File: config.mk
export PLATFORM = sky130hd
export DESIGN_NAME = lstg_drive_gen
export DESIGN_NICKNAME = d
export VERILOG_FILES = /design/src/rtl/lstg_pkg.sv /design/src/rtl/lstg_cfg_latch.sv /design/src/rtl/lstg_scan_seq.sv /design/src/rtl/lstg_wave_out.sv /design/src/rtl/lstg_drive_gen.sv
export SDC_FILE = /design/constraint.sdc
export NUM_CORES = 1
export LEC_CHECK = 0
export BUFFER_PORTS_ARGS = -buffer_cell sky130_fd_sc_hd__buf_4
export CAP_MARGIN = 20
export CORE_MARGIN = 4
export CORE_UTILIZATION = 55
export CTS_CLUSTER_SIZE = 10
export DETAILED_ROUTE_END_ITERATION = 12
export GPL_TIMING_DRIVEN = 0
export PLACE_DENSITY = 0.75
export SYNTH_ARGS = -nofsm -noshare
export SYNTH_HDL_FRONTEND = slang
export SYNTH_HIERARCHICAL = 1
export SYNTH_SLANG_ARGS = --single-unit
File: constraint.sdc
create_clock -name clk -period 4.6 [get_ports clk]
set_clock_uncertainty 0.05 [all_clocks]
set_input_delay 0.46 -clock clk [delete_from_list [all_inputs] [get_ports clk]]
set_output_delay 0.46 -clock clk [all_outputs]
set_load 0.01 [all_outputs]
File: src/rtl/lstg_pkg.sv
package lstg_pkg;
  // Segment order inside one pixel period (slot)
  typedef enum logic [1:0] {
    SEG_P1 = 2'd0,
    SEG_G1 = 2'd1,
    SEG_P2 = 2'd2,
    SEG_G2 = 2'd3
  } seg_e;
endpackage

File: src/rtl/lstg_cfg_latch.sv
module lstg_cfg_latch #(
  parameter int N_PIX  = 128,
  parameter int CNT_W  = 16,
  parameter int SLOT_W = 16,
  parameter int GRST_W = 16
) (
  input  logic              clk,
  input  logic              rst_n,
  input  logic              load,
  input  logic [CNT_W-1:0]  cfg_half,
  input  logic [CNT_W-1:0]  cfg_gap,
  input  logic [SLOT_W-1:0] cfg_integ,
  input  logic [GRST_W-1:0] cfg_grst,
  output logic [CNT_W-1:0]  half_q,
  output logic [CNT_W-1:0]  gap_q,
  output logic [SLOT_W-1:0] slots_q,
  output logic [GRST_W-1:0] grst_q
);
  // Two phase cycles so that the delayed reset pulse rises inside phase 2
  localparam logic [CNT_W-1:0]  HALF_MIN = CNT_W'(2);
  // One full scan: start slot plus one slot per pixel
  localparam logic [SLOT_W-1:0] SLOT_MIN = SLOT_W'(N_PIX + 1);

  logic [CNT_W-1:0]  half_cl;
  logic [SLOT_W-1:0] slots_cl;

  always_comb begin
    half_cl  = (cfg_half  < HALF_MIN) ? HALF_MIN : cfg_half;
    slots_cl = (cfg_integ < SLOT_MIN) ? SLOT_MIN : cfg_integ;
  end

  always_ff @(posedge clk) begin
    if (!rst_n) begin
      half_q  <= HALF_MIN;
      gap_q   <= '0;
      slots_q <= SLOT_MIN;
      grst_q  <= '0;
    end else if (load) begin
      half_q  <= half_cl;
      gap_q   <= cfg_gap;
      slots_q <= slots_cl;
      grst_q  <= cfg_grst;
    end
  end
endmodule

File: src/rtl/lstg_scan_seq.sv
module lstg_scan_seq
  import lstg_pkg::*;
#(
  parameter int CNT_W  = 16,
  parameter int SLOT_W = 16
) (
  input  logic              clk,
  input  logic              rst_n,
  input  logic              run,
  input  logic [CNT_W-1:0]  half,
  input  logic [CNT_W-1:0]  gap,
  input  logic [SLOT_W-1:0] slots,
  output logic              load,
  output logic              ph1_now,
  output logic              ph2_now,
  output logic              slot0_now,
  output logic              first_now
);
  logic              active;
  seg_e              seg;
  logic [CNT_W-1:0]  cnt;
  logic [SLOT_W-1:0] slot;

  logic [CNT_W-1:0]  seg_len;
  logic              seg_last;
  logic              slot_end;
  logic              wrap;
  logic              has_gap;

  always_comb begin
    has_gap  = (gap != '0);
    seg_len  = (seg == SEG_P1 || seg == SEG_P2) ? half : gap;
    seg_last = (cnt == seg_len - CNT_W'(1));
    slot_end = seg_last && ((seg == SEG_G2) || (seg == SEG_P2 && !has_gap));
    wrap     = active && slot_end && (slot == slots - SLOT_W'(1));
    // shadow registers reload when a frame (re)starts
    load     = run && (!active || wrap);
  end

  always_ff @(posedge clk) begin
    if (!rst_n || !run) begin
      active <= 1'b0;
      seg    <= SEG_P1;
      cnt    <= '0;
      slot   <= '0;
    end else if (!active) begin
      active <= 1'b1;
      seg    <= SEG_P1;
      cnt    <= '0;
      slot   <= '0;
    end else if (seg_last) begin
      cnt <= '0;
      unique case (seg)
        SEG_P1: seg <= has_gap ? SEG_G1 : SEG_P2;
        SEG_G1: seg <= SEG_P2;
        SEG_P2: seg <= has_gap ? SEG_G2 : SEG_P1;
        SEG_G2: seg <= SEG_P1;
        default: seg <= SEG_P1;
      endcase
      if (slot_end) slot <= wrap ? '0 : slot + SLOT_W'(1);
    end else begin
      cnt <= cnt + CNT_W'(1);
    end
  end

  always_comb begin
    ph1_now   = active && (seg == SEG_P1);
    ph2_now   = active && (seg == SEG_P2);
    slot0_now = (slot == '0);
    first_now = active && (slot == '0) && (seg == SEG_P1) && (cnt == '0);
  end
endmodule

File: src/rtl/lstg_wave_out.sv
module lstg_wave_out #(
  parameter int GRST_W  = 16,
  parameter bit GRST_EN = 1'b1
) (
  input  logic              clk,
  input  logic              rst_n,
  input  logic              run,
  input  logic              ph1_now,
  input  logic              ph2_now,
  input  logic              slot0_now,
  input  logic              first_now,
  input  logic [GRST_W-1:0] grst_w,
  output logic              st_q,
  output logic              ph1_q,
  output logic              ph2_q,
  output logic              vrst_q,
  output logic              grst_q,
  output logic              frame_q
);
  always_ff @(posedge clk) begin
    if (!rst_n || !run) begin
      st_q    <= 1'b0;
      ph1_q   <= 1'b0;
      ph2_q   <= 1'b0;
      vrst_q  <= 1'b0;
      frame_q <= 1'b0;
    end else begin
      ph1_q   <= ph1_now;
      ph2_q   <= ph2_now;
      // high through slot-0 phase 2 and one cycle after it falls
      st_q    <= (ph2_now && slot0_now) || (st_q && ph2_q);
      vrst_q  <= ph2_q;
      frame_q <= first_now;
    end
  end

  generate
    if (GRST_EN) begin : g_grst
      logic [GRST_W-1:0] grem;
      always_ff @(posedge clk) begin
        if (!rst_n || !run) begin
          grst_q <= 1'b0;
          grem   <= '0;
        end else if (first_now) begin
          grst_q <= (grst_w != '0);
          grem   <= (grst_w != '0) ? grst_w - GRST_W'(1) : '0;
        end else begin
          grst_q <= (grem != '0);
          grem   <= (grem != '0) ? grem - GRST_W'(1) : '0;
        end
      end
    end else begin : g_no_grst
      assign grst_q = 1'b0;
    end
  endgenerate
endmodule

File: src/rtl/lstg_drive_gen.sv
module lstg_drive_gen #(
  parameter int N_PIX   = 128,
  parameter int CNT_W   = 16,
  parameter int SLOT_W  = 16,
  parameter int GRST_W  = 16,
  parameter bit GRST_EN = 1'b1
) (
  input  logic              clk,
  input  logic              rst_n,
  input  logic              run_i,
  input  logic [CNT_W-1:0]  cfg_half_i,
  input  logic [CNT_W-1:0]  cfg_gap_i,
  input  logic [SLOT_W-1:0] cfg_integ_i,
  input  logic [GRST_W-1:0] cfg_grst_i,
  output logic              st_o,
  output logic              ph1_o,
  output logic              ph2_o,
  output logic              vrst_o,
  output logic              grst_o,
  output logic              frame_o
);
  logic [CNT_W-1:0]  half_q;
  logic [CNT_W-1:0]  gap_q;
  logic [SLOT_W-1:0] slots_q;
  logic [GRST_W-1:0] grst_w_q;
  logic              load;
  logic              ph1_now;
  logic              ph2_now;
  logic              slot0_now;
  logic              first_now;

  lstg_cfg_latch #(
    .N_PIX (N_PIX),
    .CNT_W (CNT_W),
    .SLOT_W(SLOT_W),
    .GRST_W(GRST_W)
  ) u_cfg (
    .clk      (clk),
    .rst_n    (rst_n),
    .load     (load),
    .cfg_half (cfg_half_i),
    .cfg_gap  (cfg_gap_i),
    .cfg_integ(cfg_integ_i),
    .cfg_grst (cfg_grst_i),
    .half_q   (half_q),
    .gap_q    (gap_q),
    .slots_q  (slots_q),
    .grst_q   (grst_w_q)
  );

  lstg_scan_seq #(
    .CNT_W (CNT_W),
    .SLOT_W(SLOT_W)
  ) u_seq (
    .clk      (clk),
    .rst_n    (rst_n),
    .run      (run_i),
    .half     (half_q),
    .gap      (gap_q),
    .slots    (slots_q),
    .load     (load),
    .ph1_now  (ph1_now),
    .ph2_now  (ph2_now),
    .slot0_now(slot0_now),
    .first_now(first_now)
  );

  lstg_wave_out #(
    .GRST_W (GRST_W),
    .GRST_EN(GRST_EN)
  ) u_out (
    .clk      (clk),
    .rst_n    (rst_n),
    .run      (run_i),
    .ph1_now  (ph1_now),
    .ph2_now  (ph2_now),
    .slot0_now(slot0_now),
    .first_now(first_now),
    .grst_w   (grst_w_q),
    .st_q     (st_o),
    .ph1_q    (ph1_o),
    .ph2_q    (ph2_o),
    .vrst_q   (vrst_o),
    .grst_q   (grst_o),
    .frame_q  (frame_o)
  );
endmodule

---- Yosys cells after proc, flatten, opt, wreduce, memory -nomap -nowiden ----
Cells that the tools add are included.
operators by class
  magnitude comparators ................... 2
  mux-type cells .......................... 12
  add/sub/neg operators ................... 6
  bitwise logic cells ..................... 1
  $mul .................................... 0
  reduce and logical (&&, ||, !) cells .... 30
  eq/ne operators ......................... 5
  div/mod/pow operators ................... 0
  shift-type cells ........................ 0
operators with widths
  kind                     number
  $mux W16                 7
  $sub A16 B1 Y16 const B  4
  $reduce_bool A16 Y1      3
  $add A16 B1 Y16 const B  2
  $eq A16 B16 Y1           2
  $logic_not A16 Y1        2
  $lt A16 B2 Y1 const B    1
  $lt A16 B8 Y1 const B    1
  $logic_and A1 B1 Y1      12
  $pmux W2 S4              1
  $logic_or A1 B1 Y1       5
  $eq A2 B2 Y1 const B     2
  $logic_not A1 Y1         4
  $mux W2                  2
  $reduce_or A3 Y1         1
  $eq A2 B1 Y1 const B     1
  $logic_not A2 Y1         1
  $mux W1                  2
  $reduce_and A2 Y1        1
  $reduce_or A2 Y1         1
  $not A1 Y1               1
storage, ports and cells
  word-level logic and storage cells ...... 71
  memory bits (writable) .................. 0
  register bits ........................... 121
  latch bits .............................. 0
  output and inout port bits .............. 6
  memories kept ........................... 0
  input bits .............................. 67
  memory bits (read-only) ................. 0

---- Longest topological paths before layout ----
  depth in word-level cells ............... 10
  mapped depth ............................ 20
  mapped depth without buffers ............ 13

---- Modules after synthesis ----
The synthesis kept the hierarchy.
modules (own cells, without submodules)
  module          cells an instance  sequential area each (µm²)  instances  area an instance (µm²)
  lstg_scan_seq   417                700.7                       1          3299.4
  lstg_cfg_latch  234                1281.2                      1          2408.6
  lstg_wave_out   132                440.4                       1          1213.7

---- Worst setup path after synthesis ----
OpenSTA, ideal clock, no wires.
  path type ............................... register to register
  from .................................... reg u_seq.seg[0]
  to ...................................... reg u_cfg.half_q[1]
  data arrival time ....................... 3.676 ns
  data required time ...................... 4.428 ns
  setup time .............................. 0.122 ns
  buffers on the path ..................... 7
  cell stages (with the launch flop) ...... 20
  period minus slack after synthesis ...... 3.848 ns
  setup slack ............................. 0.752 ns
  cell sequence ........................... dfxtp_1 -> buf_6 -> buf_6 -> buf_6 -> buf_4 -> mux2i_1 -> ha_1 -> nor4b_1 -> a31oi_1 -> or4b_1 -> nand4_1 -> o211a_1 -> and3_1 -> clkbuf_1 -> nand2_1 -> a21boi_0 -> buf_2 -> buf_2 -> nand2_1 -> o32a_1
on the way
  word-level cells in the longest chain between the ends .. 10
  elaborated cells between the ends (all ways) .. 14
  classes of those cells .................. 1 x add/sub; 3 x eq/ne; 1 x mux; 9 x reduce/logical
ends and longest elaborated chain
  item                                                     RTL line                                  text
  start, declared                                          lstg_scan_seq.sv:20                       seg_e seg;
  start signal, assigned                                   lstg_scan_seq.sv:54                       SEG_P1: seg <= has_gap ? SEG_G1 : SEG_P2;
  start signal, assigned                                   lstg_scan_seq.sv:56                       SEG_P2: seg <= has_gap ? SEG_G2 : SEG_P1;
  $eq A2 B2 Y1 / $logic_not A2 Y1 (equally long branches)  lstg_scan_seq.sv:32, lstg_scan_seq.sv:34
  $logic_or A1 B1 Y1                                       lstg_scan_seq.sv:32                       seg_len = (seg == SEG_P1 || seg == SEG_P2) ? half : gap;
  $mux W16                                                 lstg_scan_seq.sv:32
  $sub A16 B1 Y16                                          lstg_scan_seq.sv:33                       seg_last = (cnt == seg_len - CNT_W'(1));
  $eq A16 B16 Y1                                           lstg_scan_seq.sv:33
  $logic_and A1 B1 Y1 (*)                                  lstg_scan_seq.sv:34                       slot_end = seg_last && ((seg == SEG_G2) || (seg == SEG_P2 && !has_gap));
  $logic_and A1 B1 Y1 (*) (2 in a row)                     lstg_scan_seq.sv:35                       wrap = active && slot_end && (slot == slots - SLOT_W'(1));
  $logic_or A1 B1 Y1 (*)                                   lstg_scan_seq.sv:37                       load = run && (!active || wrap);
  $logic_and A1 B1 Y1 (*)                                  lstg_scan_seq.sv:37
  via load                                                 lstg_drive_gen.sv:26                      logic load;
  end signal, assigned                                     lstg_cfg_latch.sv:39                      half_q <= half_cl;
  end, declared                                            lstg_cfg_latch.sv:14                      output logic [CNT_W-1:0] half_q,
The timed path passes the listed nets; every way through them passes the cells marked *.
A chain may end at the register's enable or synchronous reset.

---- Final worst setup path ----
  from .................................... reg u_seq.seg[0]
  to ...................................... reg u_cfg.half_q[3]
The elaborated chain is that of the path after synthesis.

==> metrics.md <==
| Metric | Value |
|---|---|
| Status | complete, no violations |
| Fin. max-slew vios | 0 |
| Fmax | 227 MHz |
| CTS buffer count | 17 |
| CP arrival | 4640 ps |
| Clock power share | 40.2% |
| Worst slew margin | 58.7% |
| Leak | 3.21 nW |
| Final Hold Fails | 0 |
| Net Count, Synth | 858 |
| Max clock buf depth | 2 |
| # H-tree levels | 4 |
| Area grow syn2layout | 20.6% |
| Worst vdd ir | 0.000340 V |
| Tmin final | 4410 ps |
| Synth unique cells | 73 |
| DRT iter0 DRCs | 526 |
| Final nets | 950 |
| WL final | 19300 microns |
| Commonest non-fill, non-tap cell in the layout | dfxtp_1 |
| Crit Path Class | reg -> reg |
| Worst-Margin Slew | 611 ps |
| RePlAce Congestion | 0.908 |
| Yosys reg bits | 121 |
| Grt total ovfl | 0 |
| Die ar. | 14400 sq um |
| Cell area power density | 415 nW/um^2 |
| Global Route Usage Sum | 27.1% |
| Clock sink count | 121 |
| CP Capture Type | register |
| Sequential fraction of the synthesis area | 35.0% |
| Clock Latency Late Sink | 410 ps |
| IO Count | 73 |
| Die width | 120 microns |
| Async set-or-reset flop fraction in the synthesized netlist | 0% |
| CTS clk-pin slew, worst paths | 60 ps |
| DR vias/cell | 5.98 |
| Core ar. | 12200 sq um |
| CTS tree | built |
| Mean Syn Cell Area | 8.84 sq um |
| Combinational power share | 23.8% |
| Highest-count cells in the layout ignoring fill and taps | dfxtp_1, nor2_1, buf_4 |
| Number of synthesized flops with an enable pin | 0 |
| Layout cell share with drive strength beyond 1 | 18.5% |
| Psw | 1.04 mW |
| Post-Syn Area | 6920 sq um |
| P_int | 2.42 mW |
| First-pass GRT wire length | 31400 microns |
| Worst hold path type | in -> reg |
| Post-DR wirelength/cell | 18.3 microns |
| Die H | 120 microns |
| Post-DP HPWL | 14500 microns |
| Largest net degree at the start of global routing | 17 |
| Drt drc | 0 |
| Routed vias | 6315 |
| Initial antenna violation count | 0 |
| DRT Pass-1 Iters | 5 |
| Worst-path fanout max | 10 |
| Sequential power share | 36.0% |
| Clock Tree Root | clkbuf_16 |
| Rows | 40 |
| Antenna Nets Post-Route | 0 |
| Min Hold Slack | 229 ps |
| Final setup fails | 0 |
| Number of global-route vias before repair | 6210 |
| # diodes | 0 |
| Initial Util | 56.9% |
| Period utilization | 95.8% |
| Top FF cell, synth | dfxtp_1 |
| Crit start category | register |
| Cells after Synth | 783 |
| Setup TNS | 0 ps |
| Synth Warn # | 6 |
| Max_cap viols | 0 |
| Sw Share | 30.1% |
| Buffers on Ports | 72 |
| Worst EP required | 4830 ps |
==> cells in the mapped netlist (all sizes together), types with 18 or more instances <==
master / number / share of area (%)
a21oi: 19 / 1.4
or3: 18 / 1.7
dfxtp: 121 / 35
nor2: 115 / 6.2
nand3: 30 / 2.2
mux2i: 71 / 11
o22ai: 20 / 1.9
nor3: 27 / 2.3
xnor2: 56 / 7.1
o21ai: 27 / 2.0
buf: 26 / 2.3
xor2: 30 / 3.8
nor4: 22 / 2.8
inv: 19 / 1.0
==> registers in the layout, summed over array words and instances (netlist names) <==
register           flops
u_seq/cnt             16
u_cfg/slots_q         16
u_out/ph1_q            1
u_cfg/gap_q           16
u_out/st_q             1
u_out/g_grst.grem     16
u_seq/slot            16
u_cfg/grst_q          16
u_out/grst_q           1
u_out/ph2_q            1
u_cfg/half_q          16
u_seq/seg              2
u_seq/active           1
u_out/vrst_q           1
u_out/frame_q          1
==> power groups by stage <==
stage	sequential, mW	combinational, mW	clock, mW
floorplan	1.23	0.615	0
global placement	1.26	0.767	0
detailed placement	1.26	0.789	0
CTS	1.24	0.807	1.41
global route	1.26	0.897	1.46
finish	1.24	0.824	1.39
==> cell type report <==
cell class	instances	area (sq um)
fill	1009	3820
sequential	121	2420
buffer	35	213
multi-input combinational	607	4250
timing repair buffer	74	559
clock buffer	19	453
inverter	19	71.3
clock inverter	13	168
tap	168	210
==> final timing paths <==
path              depth (start not counted)           from  slack (ps)              end
hold reg to reg                           1     u_out/st_q         430       u_out/st_q
hold / removal                            3  cfg_grst_i[5]         230  u_cfg/grst_q[5]
setup reg to reg                         18   u_seq/seg[0]         190  u_cfg/half_q[3]
setup / recovery                         18   u_seq/seg[0]         190  u_cfg/half_q[3]
==> repair_timing <==
item,CTS,global route
gates resized for setup,7,7
setup endpoints to repair,54,64
gates cloned,0,1
hold buffers,0,0
setup buffers,0,1
==> worst max-delay path, cell delays in order, from the launching register on <==
cell	delay, ps
dfxtp_1	320
buf_6	150
buf_6	190
buf_6	190
buf_4	220
mux2i_1	210
ha_1	250
nor4b_2	260
a31oi_2	150
or4b_1	560
nand4_1	190
o211a_1	200
and3_2	240
nand2_1	80
a21boi_2	190
clkdlybuf4s15_2	310
buf_4	240
mux2i_1	220
nor2_1	60
==> through the flow <==
stage | setup slack (ps) | area [sq um] | power [mW] | std cells | util (%)
floorplan | 752 | 6920 | 1.85 | 783 | -
global placement | 21.7 | 7670 | 2.02 | 1023 | 63.1
detailed placement | -37.6 | 7670 | 2.05 | 1023 | 63.1
CTS | 45.4 | 8310 | 3.46 | 1055 | 68.3
global route | -25.5 | 8340 | 3.61 | 1056 | 68.6
finish | 193 | 8340 | 3.46 | 1056 | 68.6
==> routing by layer <==
layer	GRT usage [%]	vias to the layer above	routed length, microns
met5	0	-	0
met4	10.2	0	478
met3	5.52	34	1180
met2	44.4	224	9070
met1	35.4	3026	8600
li1	-	3031	-
==> kinds of logic after synthesis <==
family                     synth area share [%]
buffers and inverters                      3.89
xor gates and xnor gates                   10.9
DFF                                        35.0
adders and majority gates                  1.45
AOI/OAI and AO/OA                          10.1
and+or+nand+nor                            27.6
muxes                                      11.1
(Power assumes the default switching activity.)
